### config.mk
export PLATFORM = sky130hd
export DESIGN_NAME = victim_buf
export DESIGN_NICKNAME = d
export VERILOG_FILES = /design/src/rtl/vb_pkg.sv /design/src/rtl/vb_match.sv /design/src/rtl/vb_line_ram.sv /design/src/rtl/victim_buf.sv
export SDC_FILE = /design/constraint.sdc
export NUM_CORES = 1
export LEC_CHECK = 0
export ABC_AREA = 1
export ABC_CLOCK_PERIOD_IN_PS = 4400
export BUFFER_PORTS_ARGS = -buffer_cell sky130_fd_sc_hd__buf_2
export CAP_MARGIN = 30
export CORE_AREA = 8 8 187 189
export DETAILED_ROUTE_END_ITERATION = 7
export DIE_AREA = 0 0 195 197
export GPL_ROUTABILITY_DRIVEN = 0
export PLACE_DENSITY = 0.75
export SYNTH_ARGS = -nofsm -noshare
export SYNTH_HDL_FRONTEND = slang
export SYNTH_SLANG_ARGS = --single-unit
### constraint.sdc
create_clock -name clk -period 4.4 [get_ports clk]
set_input_delay 1.32 -clock clk [delete_from_list [all_inputs] [get_ports clk]]
set_output_delay 1.32 -clock clk [all_outputs]
set_load 0.03 [all_outputs]
### src/rtl/vb_pkg.sv
package vb_pkg;
  // width of a slot pointer for n entries (at least one bit)
  function automatic int slot_bits(input int n);
    return (n > 1) ? $clog2(n) : 1;
  endfunction
endpackage

### src/rtl/vb_match.sv
module vb_match #(
  parameter int ENTRIES = 4,
  parameter int AW      = 12,
  localparam int SW     = vb_pkg::slot_bits(ENTRIES)
) (
  input  logic [ENTRIES-1:0][AW-1:0] addr_q,
  input  logic [ENTRIES-1:0]         valid_q,
  input  logic [AW-1:0]              key,
  output logic [ENTRIES-1:0]         match,
  output logic                       any,
  output logic [SW-1:0]              slot
);
  // one comparator per entry
  for (genvar g = 0; g < ENTRIES; g++) begin : g_cmp
    assign match[g] = valid_q[g] && (addr_q[g] == key);
  end

  assign any = |match;

  always_comb begin
    slot = '0;
    for (int i = 0; i < ENTRIES; i++)
      if (match[i]) slot = SW'(i);
  end
endmodule

### src/rtl/vb_line_ram.sv
module vb_line_ram #(
  parameter int DEPTH = 4,
  parameter int WIDTH = 64,
  localparam int AW   = vb_pkg::slot_bits(DEPTH)
) (
  input  logic             clk,
  input  logic             we,
  input  logic [AW-1:0]    waddr,
  input  logic [WIDTH-1:0] wdata,
  input  logic [AW-1:0]    raddr,
  output logic [WIDTH-1:0] q
);
  logic [WIDTH-1:0] mem [DEPTH];

  // read-first: a same-slot write returns the old line
  always_ff @(posedge clk) begin
    if (we) mem[waddr] <= wdata;
    q <= mem[raddr];
  end
endmodule

### src/rtl/victim_buf.sv
module victim_buf #(
  parameter int ENTRIES = 4,
  parameter int TAG_W   = 8,
  parameter int IDX_W   = 4,
  parameter int LINE_W  = 64
) (
  input  logic              clk,
  input  logic              rst,
  input  logic              lk_valid,
  input  logic [TAG_W-1:0]  lk_tag,
  input  logic [IDX_W-1:0]  lk_idx,
  input  logic              ev_valid,
  input  logic [TAG_W-1:0]  ev_tag,
  input  logic [IDX_W-1:0]  ev_idx,
  input  logic [LINE_W-1:0] ev_data,
  input  logic              ev_dirty,
  output logic              rsp_valid,
  output logic              rsp_hit,
  output logic [TAG_W-1:0]  sw_tag,
  output logic [IDX_W-1:0]  sw_idx,
  output logic [LINE_W-1:0] sw_data,
  output logic              sw_dirty,
  output logic              wb_valid,
  output logic [TAG_W-1:0]  wb_tag,
  output logic [IDX_W-1:0]  wb_idx,
  output logic [LINE_W-1:0] wb_data
);
  localparam int AW = TAG_W + IDX_W;
  localparam int SW = vb_pkg::slot_bits(ENTRIES);

  logic [ENTRIES-1:0][AW-1:0] addr_q;
  logic [ENTRIES-1:0]         valid_q, dirty_q;
  logic [SW-1:0]              ptr_q;

  logic [ENTRIES-1:0] match;
  logic               any;
  logic [SW-1:0]      hit_slot;
  logic               lk_hit, advance, displace;
  logic [SW-1:0]      wslot, rslot;
  logic [AW-1:0]      key, ev_addr;
  logic [LINE_W-1:0]  ram_q;

  assign key     = {lk_tag, lk_idx};
  assign ev_addr = {ev_tag, ev_idx};

  vb_match #(.ENTRIES(ENTRIES), .AW(AW)) u_match (
    .addr_q (addr_q),
    .valid_q(valid_q),
    .key    (key),
    .match  (match),
    .any    (any),
    .slot   (hit_slot)
  );

  assign lk_hit   = lk_valid && any;
  assign advance  = ev_valid && !lk_hit;
  assign displace = advance && valid_q[ptr_q] && dirty_q[ptr_q];
  assign wslot    = lk_hit ? hit_slot : ptr_q;
  // one read port serves both the swap-out and the writeback
  assign rslot    = lk_hit ? hit_slot : ptr_q;

  vb_line_ram #(.DEPTH(ENTRIES), .WIDTH(LINE_W)) u_ram (
    .clk  (clk),
    .we   (ev_valid),
    .waddr(wslot),
    .wdata(ev_data),
    .raddr(rslot),
    .q    (ram_q)
  );

  always_ff @(posedge clk) begin
    if (rst) begin
      valid_q <= '0;
      dirty_q <= '0;
      ptr_q   <= '0;
    end else begin
      if (ev_valid) begin
        valid_q[wslot] <= 1'b1;
        dirty_q[wslot] <= ev_dirty;
        addr_q[wslot]  <= ev_addr;
      end else if (lk_hit) begin
        valid_q[hit_slot] <= 1'b0;
      end
      if (advance)
        ptr_q <= (ptr_q == SW'(ENTRIES - 1)) ? '0 : ptr_q + 1'b1;
    end
  end

  always_ff @(posedge clk) begin
    if (rst) begin
      rsp_valid <= 1'b0;
      rsp_hit   <= 1'b0;
      wb_valid  <= 1'b0;
    end else begin
      rsp_valid <= lk_valid;
      rsp_hit   <= lk_hit;
      wb_valid  <= displace;
    end
    {sw_tag, sw_idx} <= addr_q[hit_slot];
    sw_dirty         <= dirty_q[hit_slot];
    {wb_tag, wb_idx} <= addr_q[ptr_q];
  end

  assign sw_data = ram_q;
  assign wb_data = ram_q;

  // each lookup is answered exactly one cycle later
  a_r2_rsp_follows: assert property (@(posedge clk) disable iff (rst)
    lk_valid |=> rsp_valid);
  a_r2_no_spurious_rsp: assert property (@(posedge clk) disable iff (rst)
    !lk_valid |=> !rsp_valid);
  // no duplicate lines, at most one comparator fires
  a_r2_single_match: assert property (@(posedge clk) disable iff (rst)
    $onehot0(match));
  // an empty buffer never hits
  a_r1_empty_miss: assert property (@(posedge clk) disable iff (rst)
    (lk_valid && valid_q == '0) |=> !rsp_hit);
  // returned address equals the requested one
  a_r3_sw_addr: assert property (@(posedge clk) disable iff (rst)
    lk_valid |=> (!rsp_hit || {sw_tag, sw_idx} == $past(key)));
  // a writeback and a swap-out never share a cycle
  a_r7_wb_excl: assert property (@(posedge clk) disable iff (rst)
    wb_valid |-> !rsp_hit);
  // writebacks only follow an incoming eviction
  a_r8_wb_cause: assert property (@(posedge clk) disable iff (rst)
    wb_valid |-> $past(ev_valid));
endmodule

==> results of run 1 <==
==> flip-flops by register name, indices dropped and copies added (netlist names), 2 cells and up <==
register	cells
u_ram.mem	256
u_ram.q	64
addr_q	48
sw_tag	8
wb_tag	8
dirty_q	4
sw_idx	4
valid_q	4
wb_idx	4
ptr_q	2
==> cells by family (layout without fill, tap and decap cells) <==
family | after synthesis | after routing
simple gates | 633 | 633
flops | 406 | 406
buf+inv | 224 | 443
compound gates | 107 | 107
xor+xnor | 12 | 12
fa+ha+maj | 1 | 1
other cells | 0 | 10
==> path summary, 6_finish.rpt <==
| kind | to | slack [ns] |
|---|---|---|
| max | addr_q[33] | 1.07 |
| max reg2reg | addr_q[33] | 1.51 |
| min | u_ram.q[32] | 0.48 |
| min reg2reg | u_ram.q[32] | 0.48 |
==> cells in the mapped netlist <==
library cell	n
a21boi_1	1
a21oi_1	41
a21oi_4	1
a31oi_1	8
buf_1	1
buf_2	32
buf_4	76
buf_6	1
clkbuf_1	25
clkinv_1	1
dfxtp_1	102
edfxtp_1	304
ha_1	1
inv_1	77
inv_2	11
nand2_1	206
nand2_2	3
nand2_4	1
nand3_1	287
nand3_2	2
nand4_1	68
nor2_1	63
nor2_4	3
o2111ai_1	1
o211ai_1	4
o21a_1	1
o21ai_0	37
o21ai_1	1
o21bai_4	1
o221ai_1	3
o22ai_1	5
o311ai_0	2
o31ai_1	1
xnor2_1	9
xor2_1	3
==> layer usage <==
layer,vias to the layer above,wire length (um)
met5,-,61
met4,10,1250
met3,99,2930
met2,502,19600
met1,5426,16200
li1,5245,-
==> critical path, cell delays in order <==
cell	delay, ns
buf_2	0.20
inv_2	0.06
nand2_1	0.06
nand2_1	0.05
nor2_1	0.14
nand2_1	0.07
nor2_1	0.16
nand3_2	0.21
nand2_4	0.14
inv_2	0.08
nor2_4	0.14
inv_2	0.06
nand2_4	0.08
buf_4	0.29
nand2_1	0.13
nor2_1	0.16
buf_4	0.23
==> power groups by stage <==
stage	registers [W]	clock network, W	logic [W]
CTS	0.00445	0.00354	0.00123
floorplan	0.00474	0	0.000687
global route	0.00447	0.00371	0.00130
finish	0.00445	0.00349	0.00122
global placement	0.00453	0	0.00121
detailed placement	0.00453	0	0.00123
==> metrics by stage <==
stage / instance area [um2] / utilization [%] / setup WS, ns / instances / hold WS (ns)
3_3_place_gp: 17300 / 54.1 / 0.562 / 1935 / 0.455
6_report: 18700 / 58.4 / 1.07 / 2020 / 0.476
3_5_place_dp: 17300 / 54.1 / 0.527 / 1935 / 0.464
5_1_grt: 18700 / 58.4 / 0.850 / 2014 / 0.495
4_1_cts: 18700 / 58.3 / 1.13 / 2010 / 0.481
2_1_floorplan: 16000 / - / 0.0143 / 1383 / 0.450
==> cell type report <==
type                    count  share of cell area (%)
clock inverters            18                    1.22
flip-flops and latches    406                    59.7
repair buffers            279                    8.55
diodes                     10                   0.134
inverters                  89                    1.81
clock buffers              57                    6.07
multi-input cells         753                    19.8
well taps                 408                    2.73
==> results.yml, run 1 <==
finish:
  drive_above_1_share_pct: 22.8
  final_common_cell: "edfxtp_1"
  nNetsFinal: 1664
  layout_common_cells: "edfxtp_1 (304), nand3_1 (287), buf_2 (248)"
  regArea_um2: 11200
  num-fill-cells: 2549
  areaGrowthSynthToFinish_pct: 16.7
  multi_input_area_um2: 3700
power_and_ir_drop:
  power_frac_seq_pct: 48.6
  power.leakage_nw: 7.44
  combinationalPowerShare_pct: 13.3
  total_power_w: 0.00916
  power_density_nw_per_um2: 490
  vdd_drop_max_uv: 399
  p_sw_w: 0.00248
  intPower_w: 0.00668
  p_sw_share_pct: 27.1
  clockPowerShare_pct: 38.1
sta:
  tns_ns: 0
  period_minus_slack_ns: 3.33
  skew_ns: 0.0228
  setup_violations: 0
  hold_viol: 0
  finalCritPeriodShare_pct: 75.7
  slew_viol_final: 0
  fmax_mhz: 300
  relSlewSlack_pct: 40.8
  rsz0062_at_grt: "no"
  worst_slew_pin_slew_ns: 0.886
floorplanning:
  die_area_um2: 38400
  coreArea_um2: 32000
  die_w_um: 195
  num_io_pins: 249
  start_util_pct: 50.0
  fp-row-count: 66
  die_y_um: 197
route:
  wl_per_cell_um: 19.8
  viasPerCell: 5.59
  drt_wl_total_mm: 40.0
  dr.pass1.iters: 5
  vias: 11282
  ant_nets: 0
  remaining_drc_errors: 0
  drt_iter0_drc: 914
clocking:
  cts.root.buffer_cell: "clkbuf_16"
  cts_max_level: 2
  clk_pin_slew_ns: 0.06
  clock_latency_ns: 0.58
  postCtsHoldBufs: 0
  cts_resized: 0
  cts.sinks: 406
  postCtsSetupBuffers: 0
  cts_tree: "yes"
  clock_path_buffers: 3
  cts_buffers: 41
grt:
  met1_usage_pct: 25.7
  grtUsageMet3_pct: 4.49
  antenna_found_initial: 10
  grt-ovfl-total: 0
  grt_usage_pct: 20.3
  grt_max_degree: 105
  grt.busiest_layer: "met2"
  met2_usage_pct: 33.3
  grt_pass1_wl_mm: 61.3
  grt_pass1_vias: 11143
critical_path:
  rr_worst_depth: 16
  critPathKind: "in -> reg"
  end_kind: "register"
  cp.arrival_ns: 3.60
  critPathMaxFanout: 23
  r2r_start: "addr_q[45]"
  crit_start: "lk_tag[4]"
  start_kind: "input pin"
  worst_ep_required_time_ns: 4.67
synth:
  synth_simple_gate_area_share_pct: 18.4
  synth.area.mux_share_pct: 0
  netlist.area_leader.share_pct: 56.9
  synth_nets: 1477
  syn-cell-area_um2: 16000
  ys_warn_count: 0
  ys_types: 35
  synth_xor_area_share_pct: 0.655
  seq_area_frac_synth_pct: 69.7
  synth_fa_ha_area_share_pct: 0.0780
  synth_top_family_by_area: "simple AND/OR/NAND/NOR gates"
  yosysTopAreaCell: "edfxtp_1"
  ys_ff_latch: 406
  synth_compound_area_share_pct: 3.85
  postSynthAreaPerCell_um2: 11.6
  synth_area_leaders: "edfxtp_1 (57%), dfxtp_1 (13%), nand3_1 (9.0%)"
  syn_inst: 1383
hold_path:
  holdPathStages: 2
  min_from: "u_ram.mem[1][32]"
  min_path_type: "reg -> reg"
placement:
  io_buffers: 248
  hpwl_mm: 26.1
run_status:
  status: "finished, final reports clean"
flow_run:
  cap_viol_max_count: 0
Note: power is estimated with default switching activity, not from simulation.
==> inputs of run 2 (changes only) <==
Settings changed: ABC_AREA 1 to 0, ABC_CLOCK_PERIOD_IN_PS 4400 to 3500, CORE_AREA 8 8 187 189 to 8 8 176 178, DIE_AREA 0 0 195 197 to 0 0 184 186, PLACE_DENSITY 0.75 to 0.78.
Clock period 4.4 ns to 3.5 ns, I/O delays scaled along.
==> run 2 against run 1 <==
  * Largest cell class unchanged
  * Sequential power up 24%
  * Synthesized cell count down 35%
  * Highest routed layer unchanged
  * Count of clock-buffer cells in the layout up 9
==> results.yml, run 2 <==
clocking:
  clock_path_buffers: 3
  cts_buffers: 41
  cts_tree: "yes"
  cts.sinks: 406
  cts_max_level: 2
  clk_pin_slew_ns: 0.06
  postCtsSetupBuffers: 0
  clock_latency_ns: 0.52
  cts.root.buffer_cell: "clkbuf_16"
  postCtsHoldBufs: 0
  cts_resized: 0
grt:
  grt_pass1_vias: 8712
  grt_pass1_wl_mm: 47.1
  grt_max_degree: 42
  grt_usage_pct: 17.9
  grt-ovfl-total: 0
  antenna_found_initial: 5
power_and_ir_drop:
  vdd_drop_max_uv: 523
  power.leakage_nw: 7.91
  total_power_w: 0.0110
  power_density_nw_per_um2: 597
sta:
  skew_ns: 0.0176
  worst_slew_pin_slew_ns: 0.614
  setup_violations: 0
  rsz0062_at_grt: "no"
  tns_ns: 0
  finalCritPeriodShare_pct: 91.0
  fmax_mhz: 314
  hold_viol: 0
  period_minus_slack_ns: 3.18
  relSlewSlack_pct: 58.5
  slew_viol_final: 0
  worst_slack_ns: 0.315
synth:
  netlist.area_leader.share_pct: 59.1
  postSynthAreaPerCell_um2: 17.1
  yosysMostFrequentCell: "edfxtp_1"
  synth_common_cells: "edfxtp_1 (304), mux2i_1 (198), dfxtp_1 (102)"
  ys_types: 48
  synth_area_leaders: "edfxtp_1 (59%), dfxtp_1 (13%), mux2i_1 (13%)"
  ys_ff_latch: 406
  yosysTopAreaCell: "edfxtp_1"
  synth-edff-count: 304
  synthArstFlopShare_pct: 0
  syn-cell-area_um2: 15400
  syn_inst: 903
  synth_nets: 997
  ys_warn_count: 0
  seq_area_frac_synth_pct: 72.3
  synth_ff_type: "edfxtp_1"
critical_path:
  cp.arrival_ns: 3.40
  end_kind: "register"
  reg2reg_to: "addr_q[4]"
  rr_worst_depth: 9
  critPathKind: "in -> reg"
  critPathMaxFanout: 24
  worst_ep_required_time_ns: 3.71
  timing.reg2reg.setup_slack_ns: 0.57
  start_kind: "input pin"
  r2r_start: "addr_q[29]"
hold_path:
  min_from: "dirty_q[0]"
  holdPathStages: 2
  whs_endpoint: "sw_dirty"
  min_path_type: "reg -> reg"
route:
  remaining_drc_errors: 0
  dr.pass1.iters: 4
  viasPerCell: 5.24
  top_layer_used: "met5"
  dr_wl_met2_mm: 15.8
  met1_length_mm: 12.4
  drt_iter0_drc: 377
  ant_nets: 0
  wl_per_cell_um: 19.7
  vias: 8258
  drt_wl_total_mm: 31.0
  dr_wl_met3_mm: 2.15
finish:
  finalNonFillerCells: 1576
  max_flop_register: "u_ram.mem"
  nNetsFinal: 1251
  final_common_cell: "edfxtp_1"
  layout_common_cells: "edfxtp_1 (304), buf_2 (248), mux2i_1 (198)"
  largestRegisters: "u_ram.mem x256, u_ram.q x64, addr_q x48"
  drive_above_1_share_pct: 33.4
  areaGrowthSynthToFinish_pct: 19.3
  fin_area_um2: 18400
  num-fill-cells: 2006
  largest_reg_flops: 256
placement:
  postPlaceCellArea_um2: 17100
  hpwl_mm: 20.9
  io_buffers: 248
  dp.cells: 1498
  pre_cts_ws_ns: -0.184
floorplanning:
  num_io_pins: 249
  coreArea_um2: 28200
  die_area_um2: 34200
  die_y_um: 186
  die_w_um: 184
  start_util_pct: 54.7
  fp-row-count: 62
flow_run:
  cap_viol_max_count: 0
run_status:
  status: "finished, final reports clean"
## run 2: area by class of cell
class                   instances  area [um2]  area share (%)
flip-flops and latches        406       11200            60.6
multi-input cells             394        3530            19.2
repair buffers                310        1920            10.4
clock buffers                  66        1220            6.63
well taps                     384         480            2.61
clock inverters                10        78.8           0.427
inverters                       4        28.8           0.156
diodes                          2        5.00          0.0271
## run 2: worst max-delay path, stage by stage
cell        delay (ns)
buf_2             0.14
buf_4             0.14
xor2_1            0.14
nor4_2            0.50
nand4_2           0.23
nand2b_2          0.17
a22oi_2           0.11
or3b_4            0.45
clkinvlp_4        0.22
buf_12            0.23
## run 2: logic make-up after synthesis
| group | synth area share (%) |
|---|---|
| DFF | 72.3 |
| muxes | 14.6 |
| buffers and inverters | 5.02 |
| and+or+nand+nor | 3.48 |
| xor gates and xnor gates | 2.72 |
| AOI/OAI and AO/OA | 1.81 |
| adders and majority gates | 0.0810 |
## run 2: per-layer routing
layer,up-vias,GRT usage [%]
met2,280,31.4
met1,4069,21.4
met5,-,0
li1,3845,-
met4,6,5.68
met3,58,4.29
## run 2: stage by stage
step / hold slack [ns] / util (%)
finish: 0.475 / 65.3
CTS: 0.478 / 65.3
global placement: 0.449 / 60.7
detailed placement: 0.450 / 60.7
floorplan: 0.432 / -
global route: 0.489 / 65.3
## run 2: worst max-delay path by stage
stage | from | to | slack [ns] | depth (start not counted)
2_1_floorplan | lk_tag[7] | u_ram.mem[1][0] | -0.34 | 9
3_3_place_gp | lk_tag[4] | u_ram.mem[3][37] | -0.14 | 10
3_5_place_dp | lk_tag[1] | addr_q[10] | -0.18 | 10
4_1_cts | lk_tag[4] | u_ram.mem[3][47] | 0.35 | 10
5_1_grt | lk_tag[1] | addr_q[4] | 0.16 | 10
6_report | lk_tag[4] | u_ram.mem[3][3] | 0.32 | 10
## run 2: where the power goes
part           internal, W  switching [W]  leakage, nW  total (W)
clock network      0.00247        0.00169        0.636    0.00415
registers          0.00544       0.000102         3.64    0.00554
logic             0.000442       0.000875         3.63    0.00132
total              0.00835        0.00266         7.91     0.0110
==> inputs of run 3 (changes only) <==
Settings changed: ABC_AREA 0 to 1, CORE_AREA 8 8 176 178 to 8 8 198 200, DIE_AREA 0 0 184 186 to 0 0 206 208, PLACE_DENSITY 0.78 to 0.65.
==> run 3 against run 2 <==
  * Sequential share of layout area down 1.7 points
  * Die area up 25%
  * Clock power up 7.0%
  * Via count up 34%
  * Global-route usage up 0.39 points
  * Clock skew up 0.0053 ns
  * Register-to-register slack better by 0.35 ns
  * Critical endpoint is now addr_q[45]
==> results.yml, run 3 (synthesis gave the netlist of run 1 again) <==
run_status:
  status: "finished, final reports clean"
sta:
  rsz0062_at_grt: "no"
  fmax_mhz: 360
  relSlewSlack_pct: 42.6
  tns_ns: 0
  slew_viol_final: 0
  worst_slew_pin_slew_ns: 0.860
  period_minus_slack_ns: 2.78
  skew_ns: 0.0229
  setup_violations: 0
  holdWs_ns: 0.469
  finalCritPeriodShare_pct: 79.4
  hold_viol: 0
critical_path:
  crit_start: "lk_idx[1]"
  critPathMaxFanout: 8
  reg2reg_to: "addr_q[45]"
  slowest_delay_ns: 0.27
  timing.reg2reg.setup_slack_ns: 0.92
  r2r_start: "addr_q[36]"
  crit_chain: "buf_2 -> inv_2 -> nand2_1 -> nand2_1 -> nor2_1 -> nand2_1 -> nor2_1 -> nand3_2 -> nand2_4 -> inv_4 -> nor2_4 -> inv_2 -> nand2_4 -> nand2_1 -> nor2_1 -> buf_4"
  worst_ep_required_time_ns: 3.75
  start_kind: "input pin"
  worst_path_most_repeated_cell: "nand2_1"
  cp.arrival_ns: 3.03
  rr_worst_depth: 15
  critPathKind: "in -> reg"
  end_kind: "register"
  cpMaxStageDelayCell: "buf_4"
finish:
  max_flop_register: "u_ram.mem"
  fin_area_um2: 19000
  post-route-util_pct: 52.6
  largestRegisters: "u_ram.mem x256, u_ram.q x64, addr_q x48"
  areaGrowthSynthToFinish_pct: 18.3
  drive_above_1_share_pct: 23.5
  final_common_cell: "edfxtp_1"
  num-fill-cells: 3165
  nNetsFinal: 1674
  layout_common_cells: "edfxtp_1 (304), nand3_1 (283), buf_2 (248)"
  largest_reg_flops: 256
route:
  wl_per_cell_um: 19.1
  drt_wl_total_mm: 39.9
  drt_iter0_drc: 728
  viasPerCell: 5.30
  vias: 11064
  ant_nets: 0
  remaining_drc_errors: 0
  dr.pass1.iters: 5
clocking:
  cts.sinks: 406
  postCtsSetupBuffers: 0
  cts_max_level: 2
  postCtsHoldBufs: 0
  cts_resized: 0
  clock_path_buffers: 3
  clock_latency_ns: 0.56
  cts_buffers: 42
  cts.root.buffer_cell: "clkbuf_16"
  cts_tree: "yes"
  clk_pin_slew_ns: 0.07
floorplanning:
  die_y_um: 208
  start_util_pct: 44.4
  die_w_um: 206
  die_area_um2: 42800
  coreArea_um2: 36100
  num_io_pins: 249
  fp-row-count: 70
power_and_ir_drop:
  power.leakage_nw: 7.50
  total_power_w: 0.0116
  vdd_drop_max_uv: 493
  power_density_nw_per_um2: 611
grt:
  antenna_found_initial: 9
  grt_pass1_vias: 10959
  grt_max_degree: 87
  grt_usage_pct: 18.2
  grt_pass1_wl_mm: 61.3
  grt-ovfl-total: 0
placement:
  postPlaceCellArea_um2: 17600
  hpwl_mm: 26.3
  io_buffers: 248
flow_run:
  cap_viol_max_count: 0
hold_path:
  min_from: "u_ram.mem[1][28]"
  whs_endpoint: "u_ram.q[28]"
  min_path_type: "reg -> reg"
  holdPathStages: 2
==> run 3: per-layer routing <==
metal / track usage [%] / vias to the layer above / share of wire [%]
li1: - / 5268 / -
met1: 23.4 / 5308 / 42
met2: 29.5 / 383 / 48
met3: 4.88 / 95 / 7.5
met4: 6.24 / 10 / 2.8
met5: 0 / - / 0.16
==> run 3: cell type report <==
cell class	count	area (um2)	area share, %
diodes	5	12.5	0.0660
well taps	468	586	3.09
multi-input cells	753	3760	19.8
inverters	89	354	1.87
repair buffers	288	1700	8.98
clock inverters	13	166	0.877
flip-flops and latches	406	11200	58.9
clock buffers	65	1220	6.42
==> run 3: per-stage QoR <==
stage	cells	setup WS, ns
after detailed placement	2004	0.167
final	2087	0.721
after floorplan	1383	-0.104
after global placement	2004	0.187
after CTS	2082	0.759
after global routing	2084	0.554
==> run 3: worst max-delay path by stage <==
stage | end | slack [ns]
6_report | addr_q[45] | 0.72
3_3_place_gp | addr_q[36] | 0.19
2_1_floorplan | u_ram.mem[0][0] | -0.10
5_1_grt | dirty_q[1] | 0.55
3_5_place_dp | u_ram.mem[0][41] | 0.17
4_1_cts | addr_q[39] | 0.76
==> run 3: worst max-delay path, delay by kind of cell <==
family / cells / cell delay, ns
AND/OR/NAND/NOR: 11 / 1.39
buffers and inverters: 5 / 0.59
==> run 3: report_power, final <==
group	internal [W]	total (W)	switching, W
clock network	0.00264	0.00444	0.00180
registers	0.00548	0.00560	0.000127
logic	0.000411	0.00155	0.00113
